`src/rtl/gpio_port_pkg.sv`:
```
package gpio_port_pkg;

   localparam int MODE_W = 2;

   typedef enum logic [MODE_W-1:0] {
      PM_INPUT  = 2'b00,
      PM_OUTPUT = 2'b01,
      PM_ALT_A  = 2'b10,
      PM_ALT_B  = 2'b11
   } pin_mode_e;

   typedef struct packed {
      logic mode_hit;
      logic data_hit;
      logic pull_hit;
   } reg_sel_t;

endpackage

```
`src/rtl/gpio_reg_decode.sv`:
```
module gpio_reg_decode
   import gpio_port_pkg::*;
#(
   parameter int                ADDR_W   = 8,
   parameter logic [ADDR_W-1:0] MODE_OFS = 'h40,
   parameter logic [ADDR_W-1:0] DATA_OFS = 'h44,
   parameter logic [ADDR_W-1:0] PULL_OFS = 'h48
) (
   input  logic [ADDR_W-1:0] addr,
   output reg_sel_t          sel
);

   if ((MODE_OFS == DATA_OFS) || (MODE_OFS == PULL_OFS) || (DATA_OFS == PULL_OFS)) begin : g_ofs_clash
      $error("gpio_reg_decode: register offsets must be distinct");
   end

   always_comb begin
      sel          = '0;
      sel.mode_hit = (addr == MODE_OFS);
      sel.data_hit = (addr == DATA_OFS);
      sel.pull_hit = (addr == PULL_OFS);
   end

endmodule

```
`src/rtl/gpio_mode_mask.sv`:
```
module gpio_mode_mask
   import gpio_port_pkg::*;
#(
   parameter int DATA_W   = 32,
   parameter int NUM_PINS = 16
) (
   input  logic [DATA_W-1:0]   mode_reg,
   output logic [NUM_PINS-1:0] out_mask
);

   if (NUM_PINS * MODE_W > DATA_W) begin : g_fit_bad
      $error("gpio_mode_mask: mode fields do not fit the register");
   end

   for (genvar p = 0; p < NUM_PINS; p++) begin : g_pin
      pin_mode_e mode_p;
      assign mode_p      = pin_mode_e'(mode_reg[p*MODE_W +: MODE_W]);
      assign out_mask[p] = (mode_p == PM_OUTPUT);
   end

endmodule

```
`src/rtl/gpio_data_reg.sv`:
```
module gpio_data_reg #(
   parameter int DATA_W   = 32,
   parameter int NUM_PINS = 16
) (
   input  logic                clk,
   input  logic                rst_n,
   input  logic                we,
   input  logic [DATA_W-1:0]   wval,
   input  logic [NUM_PINS-1:0] pin_mask,
   output logic [DATA_W-1:0]   data_q
);

   logic [DATA_W-1:0] full_mask;

   if (DATA_W > NUM_PINS) begin : g_pad
      assign full_mask = {{(DATA_W-NUM_PINS){1'b0}}, pin_mask};
   end else begin : g_nopad
      assign full_mask = pin_mask;
   end

   always_ff @(posedge clk or negedge rst_n) begin
      if (!rst_n) begin
         data_q <= '0;
      end else if (we) begin
         data_q <= (data_q & ~full_mask) | (wval & full_mask);
      end
   end


   masked_keep_chk: assert property (@(posedge clk) disable iff (!rst_n)
      we |=> ((data_q ^ $past(data_q)) & ~$past(full_mask)) == '0);


   masked_take_chk: assert property (@(posedge clk) disable iff (!rst_n)
      we |=> ((data_q ^ $past(wval)) & $past(full_mask)) == '0);


   idle_hold_chk: assert property (@(posedge clk) disable iff (!rst_n)
      !we |=> $stable(data_q));

endmodule

```
`src/rtl/gpio_read_mux.sv`:
```
module gpio_read_mux
   import gpio_port_pkg::*;
#(
   parameter int DATA_W     = 32,
   parameter int NUM_PINS   = 16,
   parameter int HI_PIN_A   = 14,
   parameter int HI_PIN_B   = 15,
   parameter bit PULLHI_EN  = 1'b1
) (
   input  reg_sel_t          sel,
   input  logic [DATA_W-1:0] mode_q,
   input  logic [DATA_W-1:0] data_q,
   input  logic [DATA_W-1:0] pull_q,
   output logic [DATA_W-1:0] rd_data
);

   if ((HI_PIN_A >= NUM_PINS) || (HI_PIN_B >= NUM_PINS)) begin : g_pin_bad
      $error("gpio_read_mux: pull-high pins outside the port");
   end

   logic [DATA_W-1:0] force_hi;

   for (genvar b = 0; b < DATA_W; b++) begin : g_bit
      if (PULLHI_EN && (b < NUM_PINS) && ((b == HI_PIN_A) || (b == HI_PIN_B))) begin : g_hi
         assign force_hi[b] = (pin_mode_e'(mode_q[b*MODE_W +: MODE_W]) == PM_INPUT);
      end else begin : g_plain
         assign force_hi[b] = 1'b0;
      end
   end

   always_comb begin
      rd_data = '0;
      unique case (1'b1)
         sel.mode_hit: rd_data = mode_q;
         sel.data_hit: rd_data = data_q | force_hi;
         sel.pull_hit: rd_data = pull_q;
         default:      rd_data = '0;
      endcase
   end

endmodule

```
`src/rtl/gpio_port_regs.sv`:
```
module gpio_port_regs
   import gpio_port_pkg::*;
#(
   parameter int                DATA_W    = 32,
   parameter int                ADDR_W    = 8,
   parameter int                NUM_PINS  = 16,
   parameter logic [ADDR_W-1:0] MODE_OFS  = 'h40,
   parameter logic [ADDR_W-1:0] PULL_OFS  = 'h48,
   parameter int                HI_PIN_A  = 14,
   parameter int                HI_PIN_B  = 15,
   parameter bit                PULLHI_EN = 1'b1
) (
   input  logic              clk,
   input  logic              rst_n,
   input  logic              wr_en,
   input  logic [ADDR_W-1:0] addr,
   input  logic [DATA_W-1:0] wr_data,
   output logic [DATA_W-1:0] rd_data
);

   localparam logic [ADDR_W-1:0] DATA_OFS = MODE_OFS + ADDR_W'(4);
   localparam int                HA_LO    = HI_PIN_A * MODE_W;
   localparam int                HB_LO    = HI_PIN_B * MODE_W;

   if (NUM_PINS < 1) begin : g_pins_bad
      $error("gpio_port_regs: NUM_PINS must be at least one");
   end

   reg_sel_t              sel;
   logic [DATA_W-1:0]     mode_q;
   logic [DATA_W-1:0]     pull_q;
   logic [DATA_W-1:0]     data_q;
   logic [NUM_PINS-1:0]   out_mask;

   gpio_reg_decode #(
      .ADDR_W   (ADDR_W),
      .MODE_OFS (MODE_OFS),
      .DATA_OFS (DATA_OFS),
      .PULL_OFS (PULL_OFS)
   ) u_decode (
      .addr (addr),
      .sel  (sel)
   );

   always_ff @(posedge clk or negedge rst_n) begin
      if (!rst_n) begin
         mode_q <= '0;
         pull_q <= '0;
      end else if (wr_en) begin
         if (sel.mode_hit) mode_q <= wr_data;
         if (sel.pull_hit) pull_q <= wr_data;
      end
   end

   gpio_mode_mask #(
      .DATA_W   (DATA_W),
      .NUM_PINS (NUM_PINS)
   ) u_mask (
      .mode_reg (mode_q),
      .out_mask (out_mask)
   );

   gpio_data_reg #(
      .DATA_W   (DATA_W),
      .NUM_PINS (NUM_PINS)
   ) u_data (
      .clk      (clk),
      .rst_n    (rst_n),
      .we       (wr_en && sel.data_hit),
      .wval     (wr_data),
      .pin_mask (out_mask),
      .data_q   (data_q)
   );

   gpio_read_mux #(
      .DATA_W    (DATA_W),
      .NUM_PINS  (NUM_PINS),
      .HI_PIN_A  (HI_PIN_A),
      .HI_PIN_B  (HI_PIN_B),
      .PULLHI_EN (PULLHI_EN)
   ) u_rd (
      .sel     (sel),
      .mode_q  (mode_q),
      .data_q  (data_q),
      .pull_q  (pull_q),
      .rd_data (rd_data)
   );


   mode_write_chk: assert property (@(posedge clk) disable iff (!rst_n)
      (wr_en && addr == MODE_OFS) |=> (mode_q == $past(wr_data)));


   pull_write_chk: assert property (@(posedge clk) disable iff (!rst_n)
      (wr_en && addr == PULL_OFS) |=> (pull_q == $past(wr_data)));


   unmapped_zero_chk: assert property (@(posedge clk) disable iff (!rst_n)
      (addr != MODE_OFS && addr != DATA_OFS && addr != PULL_OFS) |-> (rd_data == '0));


   unmapped_nowrite_chk: assert property (@(posedge clk) disable iff (!rst_n)
      (addr != MODE_OFS && addr != DATA_OFS && addr != PULL_OFS)
      |=> ($stable(mode_q) && $stable(pull_q) && $stable(data_q)));

   if (PULLHI_EN) begin : g_pullhi_chk

      pin_a_high_chk: assert property (@(posedge clk) disable iff (!rst_n)
         (addr == DATA_OFS && mode_q[HA_LO +: MODE_W] == PM_INPUT) |-> rd_data[HI_PIN_A]);

      pin_b_high_chk: assert property (@(posedge clk) disable iff (!rst_n)
         (addr == DATA_OFS && mode_q[HB_LO +: MODE_W] == PM_INPUT) |-> rd_data[HI_PIN_B]);
   end

endmodule

```
`config.mk`:
```
export PLATFORM = sky130hd
export DESIGN_NAME = gpio_port_regs
export DESIGN_NICKNAME = d
export VERILOG_FILES = /design/src/rtl/gpio_port_pkg.sv /design/src/rtl/gpio_reg_decode.sv /design/src/rtl/gpio_mode_mask.sv /design/src/rtl/gpio_data_reg.sv /design/src/rtl/gpio_read_mux.sv /design/src/rtl/gpio_port_regs.sv
export SDC_FILE = /design/constraint.sdc
export NUM_CORES = 1
export LEC_CHECK = 0
export ABC_AREA = 1
export BUFFER_PORTS_ARGS = -buffer_cell sky130_fd_sc_hd__buf_4
export CELL_PAD_IN_SITES_DETAIL_PLACEMENT = 0
export CELL_PAD_IN_SITES_GLOBAL_PLACEMENT = 1
export CORE_MARGIN = 4
export CORE_UTILIZATION = 41
export DETAILED_ROUTE_END_ITERATION = 7
export PLACE_DENSITY_LB_ADDON = 0.05
export SLEW_MARGIN = 25
export SYNTH_ARGS = -nofsm -noshare
export SYNTH_HDL_FRONTEND = slang
export SYNTH_SLANG_ARGS = --single-unit
```
`constraint.sdc`:
```
create_clock -name clk -period 1 [get_ports clk]
set_input_delay 0.05 -clock clk [delete_from_list [all_inputs] [get_ports clk]]
set_output_delay 0.05 -clock clk [all_outputs]
set_load 0.1 [all_outputs]
```
==> run summary, run 1 <==
Post-synth top cells = 191 x nand2_1, 80 x dfrtp_1, 52 x inv_1
area occupied by multi-input gates = 0.002665 mm^2
drt initial violations = 231
violated checks = setup timing
min-delay src = wr_en
Seq cells post-synth = 80
Cell Pwr Density = 915.9 mW/mm^2
vias = 4193
antenna cell count = 0
cts bufs inserted = 9
die width = 108.1 um
WP data arrival = 1.28 ns
static leakage = 3.900 nW
Filler Cells Inserted = 685
power consumption = 6.953 mW
Synth cell types = 24
post-route cell area = 0.007591 mm^2
clk sinks = 80
WHS = 0.04477 ns
CTS root buffer = clkbuf_8
worst-path fanout max = 8
placed cell areas = 0.005528 mm^2
area share of the largest cell type after synthesis = 48.75%
non-filler cells, final = 834
H-tree depth = 3
sequential area share after synthesis = 48.75%
initial antenna violation count = 0
Max-Cap Viols = 0
Vias/cell = 5.028
core box area = 0.009774 mm^2
IO buf count = 74
top-count cell post-synth = nand2_1
drt pass-1 iters = 4
CTS tree = yes
vias in the first global route = 4037
final worst path period share = 132.8%
Inst Count DP = 743
final period demand of the worst path = 1.328 ns
YS warnings = 0
clk slew on worst S/H paths = 0.09 ns
FF-to-FF path depth = 5
Clock Power Share = 36.2%
Crit Path Class = input pin to primary output
Fin Setup TNS = -14.28 ns
Top FF cell, synth = dfrtp_1
Slew @ Worst Pin = 0.3379 ns
fraction of layout cells with a size suffix above 1 = 50.21%
largest net degree at the start of global routing = 47
register share of total power = 50.2%
CP Launch Type = input pin
Syn Nets = 571
DIE AREA = 0.01168 mm^2
cell taking the most area after synthesis = dfrtp_1
Layout area overhead = 84.86%
CP required = 0.95 ns
Int Pwr = 5.059 mW
Psw = 1.894 mW
slew margin rel. = 77.47%
Total GRT Usage = 22.46%
Die Ht = 108.1 um
DRC = 0
I/O Pins = 75
outcome = finished with violations
Hold Path Class = input pin to register
syn avg cell area = 7.777 um^2
clk_lat worst skew = 0.36 ns
Peak VDD IR = 0.6800 mV
Reg area = 0.002011 mm^2
Total Wirelength = 13290 um
count of final setup violators = 68
type of destination of the critical path = primary output
Clock Skew = 0.01376 ns
grt total ovfl = 0
Detail Route Antenna Nets = 0
fmax = 753.1 MHz
nets@finish = 739
Pins Over Slew Limit = 0
Area contributors post-synth = dfrtp_1 49%, nand2_1 17%, nand3_1 5.9%
RR Startpoint = mode_q[21]$_DFFE_PN0P_
dpl ws = -0.3975 ns
RSZ-0062 raised after global routing = true
CTS Buffer Depth = 2
sw frac = 27.24%
first-pass GRT wire length = 20530 um
row count = 36
synthesized area = 0.004106 mm^2
Final Util = 77.66%
Post-Syn Instances = 528
Post-synth EDFFs = 0
R2R Setup Slk = -0.06 ns
Final Hold Vio Count = 0
Wirelength per Cell = 15.94 um
Hold Crit Depth = 3
Final HPWL DP = 7595 um
combinational power share = 13.7%
Async SR Flop Fraction = 100.0%
initial core utilization = 42.01%
Final Wtd Congestion = 0.7752
PnR worst setup slack = -0.3278 ns
kinds of logic after synthesis:
family                 Yosys count  share of synthesized area (%)
flip-flops                      80                          48.75
AO/OA/AOI/OAI                   42                          5.302
AND/OR/NAND/NOR                320                          35.95
buffers and inverters           86                          9.994
cell type report:
class	count	share of cell area [%]
Clock buffer	10	1.813
Clock inverter	6	0.8901
Inverter	55	3.362
Multi-Input combinational cell	362	35.11
Sequential cell	80	26.49
Tap cell	133	2.192
Timing Repair Buffer	188	30.15
how the worst max path moves through the flow:
stage	start	end	slack [ns]	cells past startpoint
finish	addr[6]	rd_data[28]	-0.33	9
global route	addr[6]	rd_data[28]	-0.37	9
CTS	mode_q[29]$_DFFE_PN0P_	rd_data[14]	-0.29	4
detailed placement	addr[1]	rd_data[23]	-0.40	8
global placement	addr[1]	rd_data[23]	-0.40	8
floorplan	addr[1]	rd_data[16]	-0.21	6
cell usage in the layout, fill, tap and decap left out, types with 21 or more instances in the layout:
cell and count:
o21ai_1 32, dfrtp_1 73, nand2_1 105, buf_4 76, nand2_2 53, dlygate4sd3_1 33, nand3_1 32, buf_6 21
buf_12 46, nand2_4 35, inv_1 40, nand4_1 32
power by group through the flow:
stage               clock network [mW]  logic [mW]  registers [mW]
floorplan                            0       0.272            3.49
global placement                     0       0.648            3.50
detailed placement                   0       0.660            3.51
CTS                               2.57       0.828            3.45
global route                      2.71        1.04            3.50
finish                            2.52       0.949            3.49
critical path, stage by stage:
cell,delay [ns]
buf_8,0.09
inv_12,0.03
nor2_4,0.09
nand2_4,0.08
nor2_4,0.24
buf_12,0.20
clkinv_16,0.10
o21ai_4,0.19
buf_12,0.19
routing by layer:
metal | vias to the layer above | routed length [um] | global-route usage [%]
li1 | 2024 | - | -
met1 | 2067 | 5678 | 28.96
met2 | 86 | 6970 | 39.48
met3 | 16 | 447 | 4.537
met4 | 0 | 198 | 4.148
met5 | - | 0 | 0
timing repair:
item                                    4_1_cts  5_1_grt
endpoints found under the hold margin       160        0
pin swaps                                    21       33
endpoints found under the setup margin       36       76
hold buffers                                 33        0
cloned                                        2        5
setup buffers                                14       23
gates resized for setup                     170      133
No activity file was read; power rests on OpenSTA's default activity.
==> run 2, diff against run 1 <==
PLACE_DENSITY_LB_ADDON = 0.15   (was 0.05)
==> run 2 against run 1 <==
Compared with the run above:
- the flow still finishes with violations (setup timing)
- total power grew 5.2%
- clock skew is 0.0070 ns lower
- first-iteration DRC count down 2.2%
- register-to-register slack improved by 0.02 ns
- die area is the same
- cell count fell by 0.96%
- routed wire length decreased by 2.4%
- global-route usage is 1.5 points higher
==> run summary, run 2 (synthesis results as in run 1) <==
FF-to-FF path depth = 7
post-route cell area = 0.007333 mm^2
fmax = 772.3 MHz
antenna cell count = 0
violated checks = setup timing
Cell Pwr Density = 997.4 mW/mm^2
RR Startpoint = mode_q[30]$_DFFE_PN0P_
nets@finish = 732
fraction of layout cells with a size suffix above 1 = 41.41%
PnR worst setup slack = -0.2948 ns
commonest non-fill, non-tap cell in the layout = nand2_1
DIE AREA = 0.01168 mm^2
drt initial violations = 226
crit path cell chain = buf_6 > nor2_4 > nand2_4 > nor2_4 > buf_12 > buf_12 > inv_16 > o21ai_4 > buf_12
Peak VDD IR = 0.5901 mV
Int Pwr = 5.543 mW
Max-Cap Viols = 0
H-tree depth = 3
Wirelength per Cell = 15.70 um
max incr delay on CP = 0.19 ns
DRC = 0
Slowest cell on crit path = buf_12
CTS Buffer Depth = 2
largest net degree at the start of global routing = 33
Layout area overhead = 78.58%
WP data arrival = 1.24 ns
Clock Power Share = 39.8%
initial core utilization = 42.01%
final worst path period share = 129.5%
outcome = finished with violations
CTS root buffer = clkbuf_8
Die Ht = 108.1 um
first-pass GRT wire length = 21640 um
R2R Setup Slk = -0.04 ns
CP bufs+invs = 5
most frequent cells in the layout = 152 x nand2_1, 79 x dfrtp_1, 70 x buf_4, 48 x buf_12, 41 x inv_1
clk_lat worst skew = 0.36 ns
cell family with most CP delay = buffers and inverters
row count = 36
CP Launch Type = input pin
slew margin rel. = 80.42%
type of destination of the critical path = primary output
Fin Setup TNS = -7.346 ns
clk slew on worst S/H paths = 0.08 ns
I/O Pins = 75
Crit Path Class = input pin to primary output
static leakage = 3.828 nW
IO buf count = 74
clk sinks = 80
die width = 108.1 um
CP Capture Point = rd_data[30]
Total GRT Usage = 23.98%
CTS tree = yes
Detail Route Antenna Nets = 0
core box area = 0.009774 mm^2
Final HPWL DP = 7674 um
Final Wtd Congestion = 0.7840
final period demand of the worst path = 1.295 ns
register share of total power = 47.3%
Total Wirelength = 12970 um
Slew @ Worst Pin = 0.2937 ns
Pins Over Slew Limit = 0
most used cell, CP = buf_12
cts bufs inserted = 9
RSZ-0062 raised after global routing = true
vias in the first global route = 4244
sw frac = 24.21%
Levels on crit path = 9
Crit. Startpoint = addr[4]
count of final setup violators = 34
CP required = 0.95 ns
Vias/cell = 4.947
combinational power share = 12.9%
Final Hold Vio Count = 0
placed cell areas = 0.005483 mm^2
Psw = 1.771 mW
grt total ovfl = 0
initial antenna violation count = 0
Clock Skew = 0.006803 ns
drt pass-1 iters = 4
dpl ws = -0.4446 ns
worst-path fanout max = 8
Hold Path Class = input pin to asynchronous set/reset pin
vias = 4086
## run 2: worst min-delay path by stage
stage          start                         end  slack (ns)  cells past startpoint
6_report       rst_n  asynchronous set/reset pin        0.11                      2
5_1_grt        rst_n      mode_q[11]$_DFFE_PN0P_        0.12                      2
4_1_cts        rst_n  asynchronous set/reset pin        0.11                      2
3_5_place_dp   rst_n       pull_q[0]$_DFFE_PN0P_       -0.04                      1
3_3_place_gp   rst_n       pull_q[0]$_DFFE_PN0P_       -0.04                      1
2_1_floorplan  rst_n  asynchronous set/reset pin       -0.25                      0
## run 2: through the flow
stage | hold slack (ns) | power (mW) | instances | util [%]
6_report | 0.1143 | 7.314 | 826 | 75.03
5_1_grt | 0.1210 | 7.617 | 826 | 75.03
4_1_cts | 0.1119 | 7.300 | 815 | 72.67
3_5_place_dp | -0.04038 | 4.149 | 737 | 56.09
3_3_place_gp | -0.04118 | 4.135 | 737 | 56.09
2_1_floorplan | -0.2456 | 3.763 | 528 | -
## run 2: area by class of cell
class                      instances  area, um^2
fill                             716        2441
clock inverter                     3       90.09
tap                              133       166.4
clock buffer                      12       145.1
inverter                          55       252.7
timing repair buffer             181        2216
sequential                        80        2003
multi-input combinational        362        2460
## run 2: layer usage
layer	wire length (um)	GRT usage (%)	part of all wire, %	vias to the layer above
li1	-	-	-	2012
met1	5567	29.98	43	1953
met2	6549	41.12	50	94
met3	523	4.418	4.0	27
met4	329	9.378	2.5	0
met5	0	0	0	-
## run 2: what timing repair did
item / in CTS / in global routing
hold buffers: 33 / 0
resized for setup: 181 / 47
endpoints found under the setup margin: 34 / 45
endpoints found under the hold margin: 160 / 0
setup buffers: 27 / 15
pin swaps: 38 / 32
gates cloned: 4 / 1
## run 2: power groups by stage
stage / registers (mW) / logic (mW) / clock network (mW)
after floorplan: 3.49 / 0.272 / 0
after global placement: 3.50 / 0.632 / 0
after detailed placement: 3.51 / 0.642 / 0
after CTS: 3.45 / 0.880 / 2.97
after global routing: 3.47 / 1.04 / 3.10
final: 3.46 / 0.944 / 2.91
## run 2: worst register-to-register path: stages (launching register included)
cell,delay (ns)
dfrtp_1,0.39
buf_6,0.12
inv_4,0.03
buf_4,0.13
nor2_4,0.08
nand4_1,0.07
nand2_1,0.07
nand2_1,0.05
==> run 3, diff against run 2 <==
CELL_PAD_IN_SITES_DETAIL_PLACEMENT = default   (was 0)
CELL_PAD_IN_SITES_GLOBAL_PLACEMENT = default   (was 1)
CORE_UTILIZATION = 55   (was 41)
==> run 3 against run 2 <==
Compared with the run above:
- the flow now stops in clock tree synthesis
- synthesized cell count did not move
- area after synthesis did not move
==> run summary, run 3 <==
initial core utilization = 56.62%
cts bufs inserted = 9
Synth cell types = 24
Post-synth EDFFs = 0
IO buf count = 74
synthesized area = 0.004106 mm^2
top-count cell post-synth = nand2_1
die width = 94.41 um
Final HPWL DP = 7607 um
Syn Nets = 571
Area contributors post-synth = dfrtp_1 49%, nand2_1 17%, nand3_1 5.9%
cell taking the most area after synthesis = dfrtp_1
sequential area share after synthesis = 48.75%
YS warnings = 0
Seq cells post-synth = 80
Final Wtd Congestion = 0.8228
Async SR Flop Fraction = 100.0%
Err = [ERROR DPL-0033] detailed placement checks failed during check placement.
Setup Fix Bufs, Post-CTS = 35
row count = 31
Post-CTS Hold Fix Bufs = 33
CTS root buffer = clkbuf_8
Die Ht = 94.41 um
syn avg cell area = 7.777 um^2
Post-synth top cells = 191 x nand2_1, 80 x dfrtp_1, 52 x inv_1
outcome = did not finish
area share of the largest cell type after synthesis = 48.75%
CTS Buffer Depth = 2
Top FF cell, synth = dfrtp_1
Post-Syn Instances = 528
H-tree depth = 3
Stop stage = clock tree synthesis
clk sinks = 80
CTS resizes = 188
I/O Pins = 75
run 3: cell counts after synthesis:
No cell type changed its count.
run 3: logic make-up after synthesis:
kind of cell | count (synthesis) | share of synthesized area, %
AND/OR/NAND/NOR | 320 | 35.95
buffers and inverters | 86 | 9.994
AO/OA/AOI/OAI | 42 | 5.302
flip-flops | 80 | 48.75
run 3: metrics by stage:
step	cell area (um^2)	instances	setup WS, ns	utilization [%]
2_1_floorplan	4609	528	-0.2143	-
3_5_place_dp	5485	704	-0.4327	75.63
3_3_place_gp	5485	704	-0.3898	75.63
==> run 4, diff against run 3 <==
CORE_UTILIZATION = 40   (was 55)
==> run 4 against run 3 <==
Compared with the run above:
- the flow now finishes, with violations (setup timing)
==> run summary, run 4 (synthesis results as in run 1) <==
die width = 109.3 um
first-pass GRT wire length = 21570 um
count of final setup violators = 69
antenna cell count = 0
vias = 4221
violated checks = setup timing
core box area = 0.009864 mm^2
Vias/cell = 5.079
Cell Pwr Density = 977.7 mW/mm^2
Total Wirelength = 13920 um
final worst path period share = 131.6%
Die Ht = 109.3 um
drt pass-1 iters = 5
final period demand of the worst path = 1.316 ns
Slew @ Worst Pin = 0.4480 ns
PnR worst setup slack = -0.3164 ns
initial antenna violation count = 0
slew margin rel. = 70.13%
row count = 36
power consumption = 7.375 mW
fmax = 759.7 MHz
RSZ-0062 raised after global routing = true
CTS tree = yes
placed cell areas = 0.005460 mm^2
I/O Pins = 75
worst-path fanout max = 3
Filler Cells Inserted = 646
crit path cell chain = nor2_2 > o21ai_2 > nand3_4 > buf_12
Final HPWL DP = 7399 um
Final Wtd Congestion = 0.7832
Pins Over Slew Limit = 0
IO buf count = 74
CTS Buffer Depth = 2
commonest non-fill, non-tap cell in the layout = nand2_1
area occupied by multi-input gates = 0.002571 mm^2
Final Util = 76.47%
CTS root buffer = clkbuf_8
Hold Path Class = input pin to asynchronous set/reset pin
clk sinks = 80
vias in the first global route = 4155
most frequent cells in the layout = 136 x nand2_1, 74 x dfrtp_1, 71 x buf_4, 47 x buf_12, 36 x inv_1
cts bufs inserted = 9
DIE AREA = 0.01195 mm^2
type of destination of the critical path = primary output
Slowest cell on crit path = dfrtp_1
DRC = 0
Final Hold Vio Count = 0
CP Launch Type = register
Detail Route Antenna Nets = 0
fraction of layout cells with a size suffix above 1 = 45.70%
Total GRT Usage = 23.29%
outcome = finished with violations
clk_lat worst skew = 0.36 ns
grt total ovfl = 0
Max-Cap Viols = 0
WP data arrival = 1.27 ns
H-tree depth = 3
nets@finish = 736
clk slew on worst S/H paths = 0.09 ns
Wirelength per Cell = 16.75 um
CP required = 0.95 ns
Reg area = 0.002009 mm^2
dpl ws = -0.3712 ns
Layout area overhead = 83.70%
WHS = 0.006626 ns
max incr delay on CP = 0.41 ns
Peak VDD IR = 0.7198 mV
initial core utilization = 41.63%
post-route cell area = 0.007543 mm^2
static leakage = 3.905 nW
Clock Skew = 0.008924 ns
Crit Path Class = register to primary output
largest net degree at the start of global routing = 80
drt initial violations = 240
run 4: final cells by class:
type                            instances  share of cell area [%]
Clock inverter                          7                   1.576
Timing Repair Buffer                  185                   30.45
Clock buffer                            9                   1.642
Tap cell                              133                   2.206
Sequential cell                        80                   26.64
Inverter                               55                   3.400
Multi-Input combinational cell        362                   34.09
run 4: final timing paths:
kind                                        start                endpoint  slack (ns)  cells past startpoint
max                        mode_q[30]$_DFFE_PN0P_             rd_data[15]       -0.32                      4
min                                         rst_n  pull_q[31]$_DFFE_PN0P_       0.007                      2
max reg2reg                mode_q[29]$_DFFE_PN0P_                register       -0.09                      6
min reg2reg                              register                register        0.50                      2
max in group asynchronous                   rst_n  mode_q[21]$_DFFE_PN0P_        0.35                      3
min in group clk                            wr_en                register        0.06                      3
run 4: worst max-delay path, delay by kind of cell (launching register included):
family	cells	cell delay, ns
DFF	1	0.41
and+or+nand+nor	2	0.24
buffers and inverters	1	0.17
AOI/OAI and AO/OA	1	0.08
run 4: report_power, final:
part	total [mW]	switching (mW)	leakage [nW]	internal (mW)
sequential	3.48	0.124	1.10	3.36
combinational	0.942	0.478	2.69	0.464
clock	2.95	1.29	0.116	1.66
total	7.38	1.89	3.91	5.48
run 4: routing by layer:
metal,share of wire [%],wire length (um),global-route usage (%)
met2,52,7204,39.49
met1,42,5815,31.04
met4,1.4,191,6.055
met5,0,0,0
met3,5.1,709,3.876
run 4: metrics by stage:
| stage | setup TNS (ns) | std cells |
|---|---|---|
| 2_1_floorplan | -2.850 | 528 |
| 3_3_place_gp | -26.94 | 734 |
| 3_5_place_dp | -28.20 | 734 |
| 4_1_cts | -7.294 | 815 |
| 5_1_grt | -12.17 | 831 |
| 6_report | -8.993 | 831 |
run 4: repair_timing:
action                     CTS  global route
hold endpoints to repair   160             0
setup endpoints to repair   34            78
hold buffers                33             0
pin swaps                   24            48
buffers inserted            27            17
gates cloned                 5             4
gates resized for setup    181            94
